[src/rtl/asram_pkg.sv]
package asram_pkg;

   typedef enum logic [2:0] {
      ST_IDLE, ST_TURN, ST_RD, ST_RDREL, ST_WR, ST_WRREC
   } asram_state_e;

   function automatic int cdiv(input int num, input int den);
      return (num + den - 1) / den;
   endfunction

   function automatic int max2(input int a, input int b);
      return (a > b) ? a : b;
   endfunction

   // Limits in ns for each supported speed grade
   function automatic int lim_access(input int g);
      return g;
   endfunction

   function automatic int lim_oe_valid(input int g);
      return (g == 20) ? 8 : (g == 15) ? 7 : 6;
   endfunction

   function automatic int lim_oe_off(input int g);
      return (g == 20) ? 7 : 5;
   endfunction

   function automatic int lim_wr_pulse(input int g);
      return (g == 20) ? 15 : (g == 15) ? 12 : 8;
   endfunction

   function automatic int lim_data_setup(input int g);
      return (g == 20) ? 9 : (g == 15) ? 8 : 6;
   endfunction

   function automatic int lim_addr_to_end(input int g);
      return (g == 20) ? 15 : (g == 15) ? 12 : 8;
   endfunction

   function automatic int lim_wr_cycle(input int g);
      return g;
   endfunction

endpackage

[src/rtl/asram_timer.sv]
module asram_timer #(
   parameter int CW = 2
) (
   input  logic          clk,
   input  logic          rst_n,
   input  logic          load,
   input  logic [CW-1:0] load_val,
   output logic          zero
);

   logic [CW-1:0] cnt_q;

   always_ff @(posedge clk or negedge rst_n) begin
      if (!rst_n)
         cnt_q <= '0;
      else if (load)
         cnt_q <= load_val;
      else if (cnt_q != '0)
         cnt_q <= cnt_q - 1'b1;
   end

   assign zero = (cnt_q == '0);

endmodule

[src/rtl/asram_fsm.sv]
module asram_fsm
   import asram_pkg::*;
#(
   parameter int ACC_C  = 2,
   parameter int REL_C  = 1,
   parameter int TURN_C = 1,
   parameter int WP_C   = 1,
   parameter int WREC_C = 1,
   parameter int CW     = 2
) (
   input  logic          clk,
   input  logic          rst_n,
   input  logic          req,
   input  logic          wr,
   input  logic          tmr_zero,
   output asram_state_e  state,
   output logic          tmr_load,
   output logic [CW-1:0] tmr_val,
   output logic          accept,
   output logic          capture,
   output logic          done_set
);

   asram_state_e st_q, st_d;
   logic         rd_last_q;

   always_comb begin
      st_d     = st_q;
      tmr_load = 1'b0;
      tmr_val  = '0;
      unique case (st_q)
         ST_IDLE: if (req) begin
            tmr_load = 1'b1;
            if (wr && rd_last_q) begin
               st_d    = ST_TURN;
               tmr_val = CW'(TURN_C - 1);
            end else if (wr) begin
               st_d    = ST_WR;
               tmr_val = CW'(WP_C - 1);
            end else begin
               st_d    = ST_RD;
               tmr_val = CW'(ACC_C - 1);
            end
         end
         ST_TURN: if (tmr_zero) begin
            st_d     = ST_WR;
            tmr_load = 1'b1;
            tmr_val  = CW'(WP_C - 1);
         end
         ST_RD: if (tmr_zero) begin
            st_d     = ST_RDREL;
            tmr_load = 1'b1;
            tmr_val  = CW'(REL_C - 1);
         end
         ST_WR: if (tmr_zero) begin
            st_d     = ST_WRREC;
            tmr_load = 1'b1;
            tmr_val  = CW'(WREC_C - 1);
         end
         ST_RDREL, ST_WRREC: if (tmr_zero) st_d = ST_IDLE;
         default: st_d = ST_IDLE;
      endcase
   end

   always_ff @(posedge clk or negedge rst_n) begin
      if (!rst_n) begin
         st_q      <= ST_IDLE;
         rd_last_q <= 1'b0;
      end else begin
         st_q <= st_d;
         if (st_q == ST_RD && tmr_zero)
            rd_last_q <= 1'b1;
         else if (st_q == ST_WR && tmr_zero)
            rd_last_q <= 1'b0;
      end
   end

   assign state    = st_q;
   assign accept   = (st_q == ST_IDLE) && req;
   assign capture  = (st_q == ST_RD) && tmr_zero;
   assign done_set = tmr_zero && ((st_q == ST_RD) || (st_q == ST_WR));

endmodule

[src/rtl/asram_strobe.sv]
module asram_strobe
   import asram_pkg::*;
(
   input  asram_state_e state,
   output logic         cs_n,
   output logic         oe_n,
   output logic         we_n,
   output logic         dq_oe,
   output logic         idle
);

   always_comb begin
      cs_n  = 1'b1;
      oe_n  = 1'b1;
      we_n  = 1'b1;
      dq_oe = 1'b0;
      idle  = 1'b0;
      unique case (state)
         ST_IDLE:  idle  = 1'b1;
         ST_RD:    begin cs_n = 1'b0; oe_n = 1'b0; end
         ST_WR:    begin cs_n = 1'b0; we_n = 1'b0; dq_oe = 1'b1; end
         ST_WRREC: dq_oe = 1'b1;
         default:  ;
      endcase
   end

endmodule

[src/rtl/asram_datapath.sv]
module asram_datapath #(
   parameter int AW = 17,
   parameter int DW = 8
) (
   input  logic          clk,
   input  logic          rst_n,
   input  logic          accept,
   input  logic          capture,
   input  logic          done_set,
   input  logic [AW-1:0] addr,
   input  logic [DW-1:0] wdata,
   input  logic [DW-1:0] dq_in,
   output logic [AW-1:0] mem_addr,
   output logic [DW-1:0] dq_out,
   output logic [DW-1:0] rdata,
   output logic          done
);

   always_ff @(posedge clk or negedge rst_n) begin
      if (!rst_n) begin
         mem_addr <= '0;
         dq_out   <= '0;
         rdata    <= '0;
         done     <= 1'b0;
      end else begin
         if (accept) begin
            mem_addr <= addr;
            dq_out   <= wdata;
         end
         if (capture)
            rdata <= dq_in;
         done <= done_set;
      end
   end

endmodule

[src/rtl/asram_ctrl.sv]
module asram_ctrl
   import asram_pkg::*;
#(
   parameter int CLK_PERIOD_NS = 10,
   parameter int GRADE_NS      = 12,
   parameter int TURN_CYC      = 1,
   parameter int ADDR_W        = 17,
   parameter int DATA_W        = 8
) (
   input  logic              clk,
   input  logic              rst_n,
   input  logic              req,
   input  logic              wr,
   input  logic [ADDR_W-1:0] addr,
   input  logic [DATA_W-1:0] wdata,
   output logic              ready,
   output logic              done,
   output logic [DATA_W-1:0] rdata,
   output logic              mem_cs_n,
   output logic              mem_oe_n,
   output logic              mem_we_n,
   output logic [ADDR_W-1:0] mem_addr,
   output logic [DATA_W-1:0] mem_dq_out,
   output logic              mem_dq_oe,
   input  logic [DATA_W-1:0] mem_dq_in
);

   localparam int ACC_C  = max2(1, cdiv(max2(lim_access(GRADE_NS),
                                   lim_oe_valid(GRADE_NS)), CLK_PERIOD_NS));
   localparam int REL_C  = max2(1, cdiv(lim_oe_off(GRADE_NS), CLK_PERIOD_NS));
   localparam int WP_C   = max2(1, cdiv(max2(lim_wr_pulse(GRADE_NS),
                                   max2(lim_data_setup(GRADE_NS),
                                        lim_addr_to_end(GRADE_NS))), CLK_PERIOD_NS));
   localparam int WREC_C = max2(1, cdiv(lim_wr_cycle(GRADE_NS), CLK_PERIOD_NS) - WP_C);
   localparam int MAXC   = max2(max2(ACC_C, REL_C), max2(max2(WP_C, WREC_C), TURN_CYC));
   localparam int CW     = (MAXC <= 2) ? 1 : $clog2(MAXC);

   generate
      if (GRADE_NS != 12 && GRADE_NS != 15 && GRADE_NS != 20) begin : g_bad_grade
         $error("asram_ctrl: GRADE_NS must be 12, 15 or 20");
      end
      if (CLK_PERIOD_NS < 1) begin : g_bad_period
         $error("asram_ctrl: CLK_PERIOD_NS must be positive");
      end
      if (TURN_CYC < 1) begin : g_bad_turn
         $error("asram_ctrl: TURN_CYC must be at least 1");
      end
   endgenerate

   asram_state_e  state;
   logic          tmr_load, tmr_zero, accept, capture, done_set;
   logic [CW-1:0] tmr_val;

   asram_timer #(.CW(CW)) u_timer (
      .clk      (clk),
      .rst_n    (rst_n),
      .load     (tmr_load),
      .load_val (tmr_val),
      .zero     (tmr_zero)
   );

   asram_fsm #(
      .ACC_C  (ACC_C),
      .REL_C  (REL_C),
      .TURN_C (TURN_CYC),
      .WP_C   (WP_C),
      .WREC_C (WREC_C),
      .CW     (CW)
   ) u_fsm (
      .clk      (clk),
      .rst_n    (rst_n),
      .req      (req),
      .wr       (wr),
      .tmr_zero (tmr_zero),
      .state    (state),
      .tmr_load (tmr_load),
      .tmr_val  (tmr_val),
      .accept   (accept),
      .capture  (capture),
      .done_set (done_set)
   );

   asram_strobe u_strobe (
      .state (state),
      .cs_n  (mem_cs_n),
      .oe_n  (mem_oe_n),
      .we_n  (mem_we_n),
      .dq_oe (mem_dq_oe),
      .idle  (ready)
   );

   asram_datapath #(.AW(ADDR_W), .DW(DATA_W)) u_dp (
      .clk      (clk),
      .rst_n    (rst_n),
      .accept   (accept),
      .capture  (capture),
      .done_set (done_set),
      .addr     (addr),
      .wdata    (wdata),
      .dq_in    (mem_dq_in),
      .mem_addr (mem_addr),
      .dq_out   (mem_dq_out),
      .rdata    (rdata),
      .done     (done)
   );

endmodule

[config.mk]
export PLATFORM = sky130hd
export DESIGN_NAME = asram_ctrl
export DESIGN_NICKNAME = d
export VERILOG_FILES = /design/src/rtl/asram_pkg.sv /design/src/rtl/asram_timer.sv /design/src/rtl/asram_fsm.sv /design/src/rtl/asram_strobe.sv /design/src/rtl/asram_datapath.sv /design/src/rtl/asram_ctrl.sv
export SDC_FILE = /design/constraint.sdc
export NUM_CORES = 1
export LEC_CHECK = 0
export CAP_MARGIN = 20
export CORE_MARGIN = 4
export CORE_UTILIZATION = 35
export CTS_CLUSTER_DIAMETER = 100
export CTS_CLUSTER_SIZE = 12
export DETAILED_ROUTE_END_ITERATION = 12
export DONT_BUFFER_PORTS = 1
export PLACE_DENSITY = 0.47
export SYNTH_ARGS = -nofsm -noshare
export SYNTH_HDL_FRONTEND = slang
export SYNTH_HIERARCHICAL = 1
export SYNTH_SLANG_ARGS = --single-unit
[constraint.sdc]
create_clock -name clk -period 4.8 [get_ports clk]
set_clock_uncertainty 0.05 [all_clocks]
set_input_delay 1.2 -clock clk [delete_from_list [all_inputs] [get_ports clk]]
set_output_delay 1.2 -clock clk [all_outputs]
set_load 0.02 [all_outputs]
# [Word level (Yosys, flattened, before mapping)]
# Index checks and enable logic that the tools add are counted.
[word_totals] register_bits=39 latchBits=0 ram_bits=0 romBits=0 inputBits=37 wordCells=56 mem_count=0
[classes] n_addsub=1 mul=0 n_div=0 order_cmp=0 n_eq_ne=10 shift=0 muxes=24 n_bitwise=1 reduce_logical=13
[op_table] operator="$mux W3" n=7
[op_table] operator="$mux W1" n=15
[op_table] operator="$pmux W3 S5" n=1
[op_table] operator="$ne A2 B2 Y1 const B" n=5
[op_table] operator="$eq A3 B2 Y1 const B" n=2
[op_table] operator="$eq A3 B3 Y1 const B" n=2
[op_table] operator="$reduce_or A2 Y1" n=3
[op_table] operator="$logic_and A1 B1 Y1" n=5
[op_table] operator="$reduce_and A5 Y1" n=1
[op_table] operator="$eq A3 B1 Y1 const B" n=1
[op_table] operator="$logic_not A3 Y1" n=1
[op_table] operator="$reduce_or A3 Y1" n=1
[op_table] operator="$pmux W1 S2" n=1
[op_table] operator="$reduce_bool A2 Y1" n=1
[op_table] operator="$logic_or A1 B1 Y1" n=1
[op_table] operator="$not A1 Y1" n=1
[op_table] operator="$sub A1 B1 Y1 const B" n=1

# [Longest topological paths before layout]
[depth] ltp_word=5 ltp_mapped=5

# [Cells and area by module]
# The synthesis kept the hierarchy.
[modules_own_cells] module="asram_datapath" instances=1 cells_per_inst=71 area_per_inst_um2=1353.8 seq_area_each_um2=850.8
[modules_own_cells] module="asram_fsm" instances=1 cells_per_inst=32 area_per_inst_um2=327.8 seq_area_each_um2=100.1
[modules_own_cells] module="asram_strobe" instances=1 cells_per_inst=7 area_per_inst_um2=57.6 seq_area_each_um2=0.0
[modules_own_cells] module="asram_timer" instances=1 cells_per_inst=3 area_per_inst_um2=35.0 seq_area_each_um2=25.0

# [Worst setup path before layout]
# Ideal clock, no wire load.
[synth_path] path_kind="reg-to-output" from="register u_fsm.st_q[2], in the netlist u_fsm/state[2]" to="output port ready" arrival_time_ps=950 setup_slack_ps=2600 stages_incl_launch_ff=2 path_buffers=0 path_cell_list="dfrtp_1 nor3_1"
[synth_between] elab_chain_len=2
[synth_lines] element="from (decl)" line="asram_fsm.sv:24" rtl="asram_state_e st_q, st_d;"
[synth_lines] element="from (signal assigned)" line="asram_fsm.sv:70" rtl="st_q <= st_d;"
[synth_lines] element="$logic_not A3 Y1" line="asram_strobe.sv:18" rtl="unique case (state)"
[synth_lines] element="$mux W1" line="asram_strobe.sv:18"
[synth_lines] element="to (decl)" line="asram_ctrl.sv:16" rtl="output logic ready,"
# No other way between the ends.

# [Worst setup path in the final report]
[layout_path] from="register u_fsm.st_q[1], in the netlist u_fsm/state[1]" to="output port ready"
# The elaborated chain is that of the path after synthesis.

==> reports/results.md <==
| Quantity | Reported | Unit |
|:---|:---|:---|
| Result of the run | completed | - |
| Net count after synthesis | 150 | - |
| Setup repair after global routing missed its margin | no | - |
| Final setup violation count | 0 | - |
| Sequential share of power | 58.2 | % |
| Internal Pwr Total | 0.849 | mW |
| Count of cell types in the netlist | 32 | - |
| Combinational cell fraction of total power | 27.5 | % |
| Cell family contributing the most delay on the critical path | simple AND/OR/NAND/NOR gates | - |
| Final setup TNS | 0 | ns |
| Flip-flop and latch area | 976 | µm² |
| Final cycle utilization of the critical path | 56.8 | % |
| Master cell of the clock root buffer | sky130_fd_sc_hd__clkbuf_8 | - |
| CTS buffer count | 5 | - |
| Total number of vias | 899 | - |
| Power per Cell Area | 764 | nW/µm² |
| Area share of fa/ha/maj cells after synthesis | 0 | % |
| EDFF count, synth | 0 | - |
| Number of global-route vias before repair | 947 | - |
| Number of fillers in the final layout | 481 | - |
| Most numerous cell types in the synthesized netlist | sky130_fd_sc_hd__dfrtp_1 (39), sky130_fd_sc_hd__mux2_4 (20), sky130_fd_sc_hd__mux2_2 (13), sky130_fd_sc_hd__nor2_1 (4), sky130_fd_sc_hd__nand2b_1 (3) | - |
| DR WL/cell | 17.6 | µm |
| Max Fanout on Critical Path | 14 | - |
| Via density | 4.94 | - |
| Hpwl dp | 2280 | µm |
| Initial Utilization | 36.8 | % |
| Proportion of power drawn by the clock network | 14.4 | % |
| Die Height | 79.2 | µm |
| Portion of the post-synthesis area used by sequential elements | 55.0 | % |
| CP bufs+invs | 0 | - |
| Count of antenna-violating nets left after detailed routing | 0 | - |
| Residual overflow from global routing | 0 | - |
| Number of iterations in the first detailed-routing pass | 3 | - |
| Delay of the slowest cell on the worst path | 0.61 | ns |
| Violation count after the first detailed-route iteration | 19 | - |
| Number of stages on the worst setup path | 1 | - |
| Async SR Flop Fraction | 100 | % |
| Critical path cell sequence | nor3_1 | - |
| Library cell with the largest summed area after synthesis | sky130_fd_sc_hd__dfrtp_1 | - |
| Combinational family with the most area after synthesis | multiplexers | - |
| Count of cells along the worst register-to-register path | 3 | - |
| Core Rows | 25 | - |
| Placeable core region | 4820 | µm² |
| Largest cells by area after synthesis | sky130_fd_sc_hd__dfrtp_1 (55%), sky130_fd_sc_hd__mux2_4 (17%), sky130_fd_sc_hd__mux2_2 (8.3%) | - |
| Hold path depth | 2 | - |
| Critical path start-end classification | register to primary output | - |
| Number of hold buffers added after cts | 0 | - |
| Signed area change from the synthesized netlist to the final layout | 5.08 | % |
| XOR/XNOR Fraction of Synth Area | 0.494 | % |
| Library cell with the highest instance count after synthesis | sky130_fd_sc_hd__dfrtp_1 | - |
| Post-layout net count | 151 | - |
| Class of the most critical hold timing path | register to register | - |
| Syn avg cell area | 15.7 | µm² |
| Startpoint type of the worst setup path | register | - |
| Pin count of the biggest net entering global routing | 40 | - |
| Reported net switching power | 0.577 | mW |
| Fraction of final layout cells sized beyond drive strength 1 | 40.0 | % |
| Number of design rule violations left after detail routing | 0 | - |
| Wire length of the first global-routing pass | 5150 | µm |
| Area of the mapped netlist | 1770 | µm² |
| Final routed wirelength across all metal layers | 3200 | µm |
| Net switching fraction of the power | 40.5 | % |
| Count of buffers from port buffering | 0 | - |
| # H-tree levels | 2 | - |
| Area of combinational cells with multiple inputs | 708 | µm² |
| Overall Power | 1.43 | mW |
| Post-cts sizing count | 0 | - |
| Crit path required time | 3.55 | ns |
| Full die area | 6270 | µm² |
| Final estimated routing congestion in global placement | 0.630 | - |
| TritonCTS clock tree | built | - |
| Register bit count reported by yosys | 39 | - |
| Post-layout minimum cycle time | 2.73 | ns |
| Area fraction in compound gates after synthesis | 4.72 | % |
| Arrival time worst endpoint | 1.48 | ns |
| Share of Yosys cell area claimed by the top area cell type | 55.0 | % |
| Cell count after synthesis | 113 | - |
| Global router's overall resource usage | 10.8 | % |
| Max-slew headroom | 58.0 | % |
| Final Hold Viols | 0 | - |
| Total number of yosys warnings | 6 | - |
| Highest clock frequency the design can meet | 367 | MHz |
| Leakage component of the power | 0.804 | nW |
| Type of destination of the critical path | primary output | - |
| Number of violations of the max-capacitance limit | 0 | - |
| Source-to-sink clock delay at the later pin of the worst-skew pair | 0.28 | ns |
| Transition time at the pin with the least slew margin | 0.626 | ns |
| Clock-pin slew on the worst setup and hold paths | 0.07 | ns |
| Max Buffers Root-to-Sink | 2 | - |
| Top FF cell, synth | sky130_fd_sc_hd__dfrtp_1 | - |
| Max VDD drop | 0.211 | mV |
| I/O Pins | 76 | - |
| Initial antenna violation count | 0 | - |
| Multiplexer fraction of the synthesized cell area | 25.2 | % |
| Final hold slack | 0.506 | ns |
| Highest-delay cell along the critical path | sky130_fd_sc_hd__nor3_1 | - |
| Final slew viol count | 0 | - |
| Post-Synth Simple-Gate Area | 9.52 | % |
| Total number of clock tree sinks | 39 | - |
| Antenna diode count | 0 | - |
| Postcts setup bufs | 0 | - |
| X dimension of the die | 79.2 | µm |
[kinds of logic after synthesis]
logic type,Yosys count
DFF,39
AOI/OAI and AO/OA,10
xor gates and xnor gates,1
muxes,33
and+or+nand+nor,21
buffers and inverters,9
[worst reg2reg max path, stage by stage (launching register included)]
cell and delay [ns]:
sky130_fd_sc_hd__dfrtp_1 0.58, sky130_fd_sc_hd__nor4b_4 0.32, sky130_fd_sc_hd__buf_4 0.43, sky130_fd_sc_hd__mux2_2 0.41
[worst paths after layout]
path / startpoint / endpoint / slack [ns]
max: u_fsm/state[1] / ready / 2.07
min: u_fsm/rd_last_q / u_fsm/rd_last_q / 0.51
max reg2reg: u_fsm/state[1] / u_dp/mem_addr[16] / 2.90
min reg2reg: u_fsm/rd_last_q / u_fsm/rd_last_q / 0.51
max in group asynchronous: rst_n / u_dp/rdata[3] / 4.06
min in group asynchronous: rst_n / u_dp/done / 0.56
[per-stage QoR]
stage | instance area (µm²) | util, % | instances | setup WS, ns
after global placement | 1780 | 37.0 | 174 | 2.38
after floorplan | 1770 | - | 113 | 2.60
final | 1860 | 38.7 | 182 | 2.07
after detailed placement | 1780 | 37.0 | 174 | 2.37
after CTS | 1860 | 38.7 | 182 | 2.05
after global routing | 1860 | 38.7 | 182 | 1.98
[registers in the layout, summed over array words and instances, names as in the netlist]
signal	flops
u_dp/rdata	8
u_fsm/rd_last_q	1
u_fsm/state	3
u_timer/cnt_q	1
u_dp/mem_addr	17
u_dp/done	1
u_dp/dq_out	8
[cells in the final DEF (no fill, tap or decap)]
cell type and n:
sky130_fd_sc_hd__dfrtp_1 39, sky130_fd_sc_hd__mux2_4 20, sky130_fd_sc_hd__mux2_2 13, sky130_fd_sc_hd__clkbuf_8 5, sky130_fd_sc_hd__nor2_1 4, sky130_fd_sc_hd__nand2b_1 3, sky130_fd_sc_hd__clkbuf_1 2, sky130_fd_sc_hd__inv_1 2
sky130_fd_sc_hd__o21bai_1 2, sky130_fd_sc_hd__a311oi_1 2, sky130_fd_sc_hd__nor2b_4 2, sky130_fd_sc_hd__clkinv_2 1, sky130_fd_sc_hd__buf_4 1, sky130_fd_sc_hd__nor4b_4 1, sky130_fd_sc_hd__or2b_1 1, sky130_fd_sc_hd__o21ai_0 1
sky130_fd_sc_hd__nor4bb_1 1, sky130_fd_sc_hd__and4bb_1 1, sky130_fd_sc_hd__o31ai_1 1, sky130_fd_sc_hd__xnor2_1 1, sky130_fd_sc_hd__nor3b_2 1, sky130_fd_sc_hd__and2b_1 1, sky130_fd_sc_hd__and3_1 1, sky130_fd_sc_hd__nor4_1 1
sky130_fd_sc_hd__o21a_1 1, sky130_fd_sc_hd__a2111oi_2 1, sky130_fd_sc_hd__nor2b_1 1, sky130_fd_sc_hd__a21oi_1 1, sky130_fd_sc_hd__nand2_1 1, sky130_fd_sc_hd__nor3_1 1, sky130_fd_sc_hd__o21bai_2 1, sky130_fd_sc_hd__and2_1 1
[routing by layer]
layer / track usage (%) / wire length (µm)
met4: 3.61 / 42
met2: 15.8 / 1510
met1: 13.2 / 1240
met3: 6.35 / 404
met5: 0 / 0
[power groups by stage]
stage / Clock, mW / Sequential [mW] / Combinational (mW)
2_1_floorplan: 0 / 0.767 / 0.426
5_1_grt: 0.235 / 0.854 / 0.423
4_1_cts: 0.219 / 0.836 / 0.395
6_report: 0.205 / 0.829 / 0.391
3_5_place_dp: 0 / 0.839 / 0.394
3_3_place_gp: 0 / 0.835 / 0.388
[layout make-up]
type                            instances  share of cell area [%]
Tap cell                               67                    4.50
Sequential cell                        39                    52.3
Clock inverter                          1                   0.268
Inverter                                2                   0.403
Timing Repair Buffer                    1                   0.403
Multi-Input combinational cell         65                    38.0
Clock buffer                            7                    4.09
No activity file was read; power rests on OpenSTA's default activity.
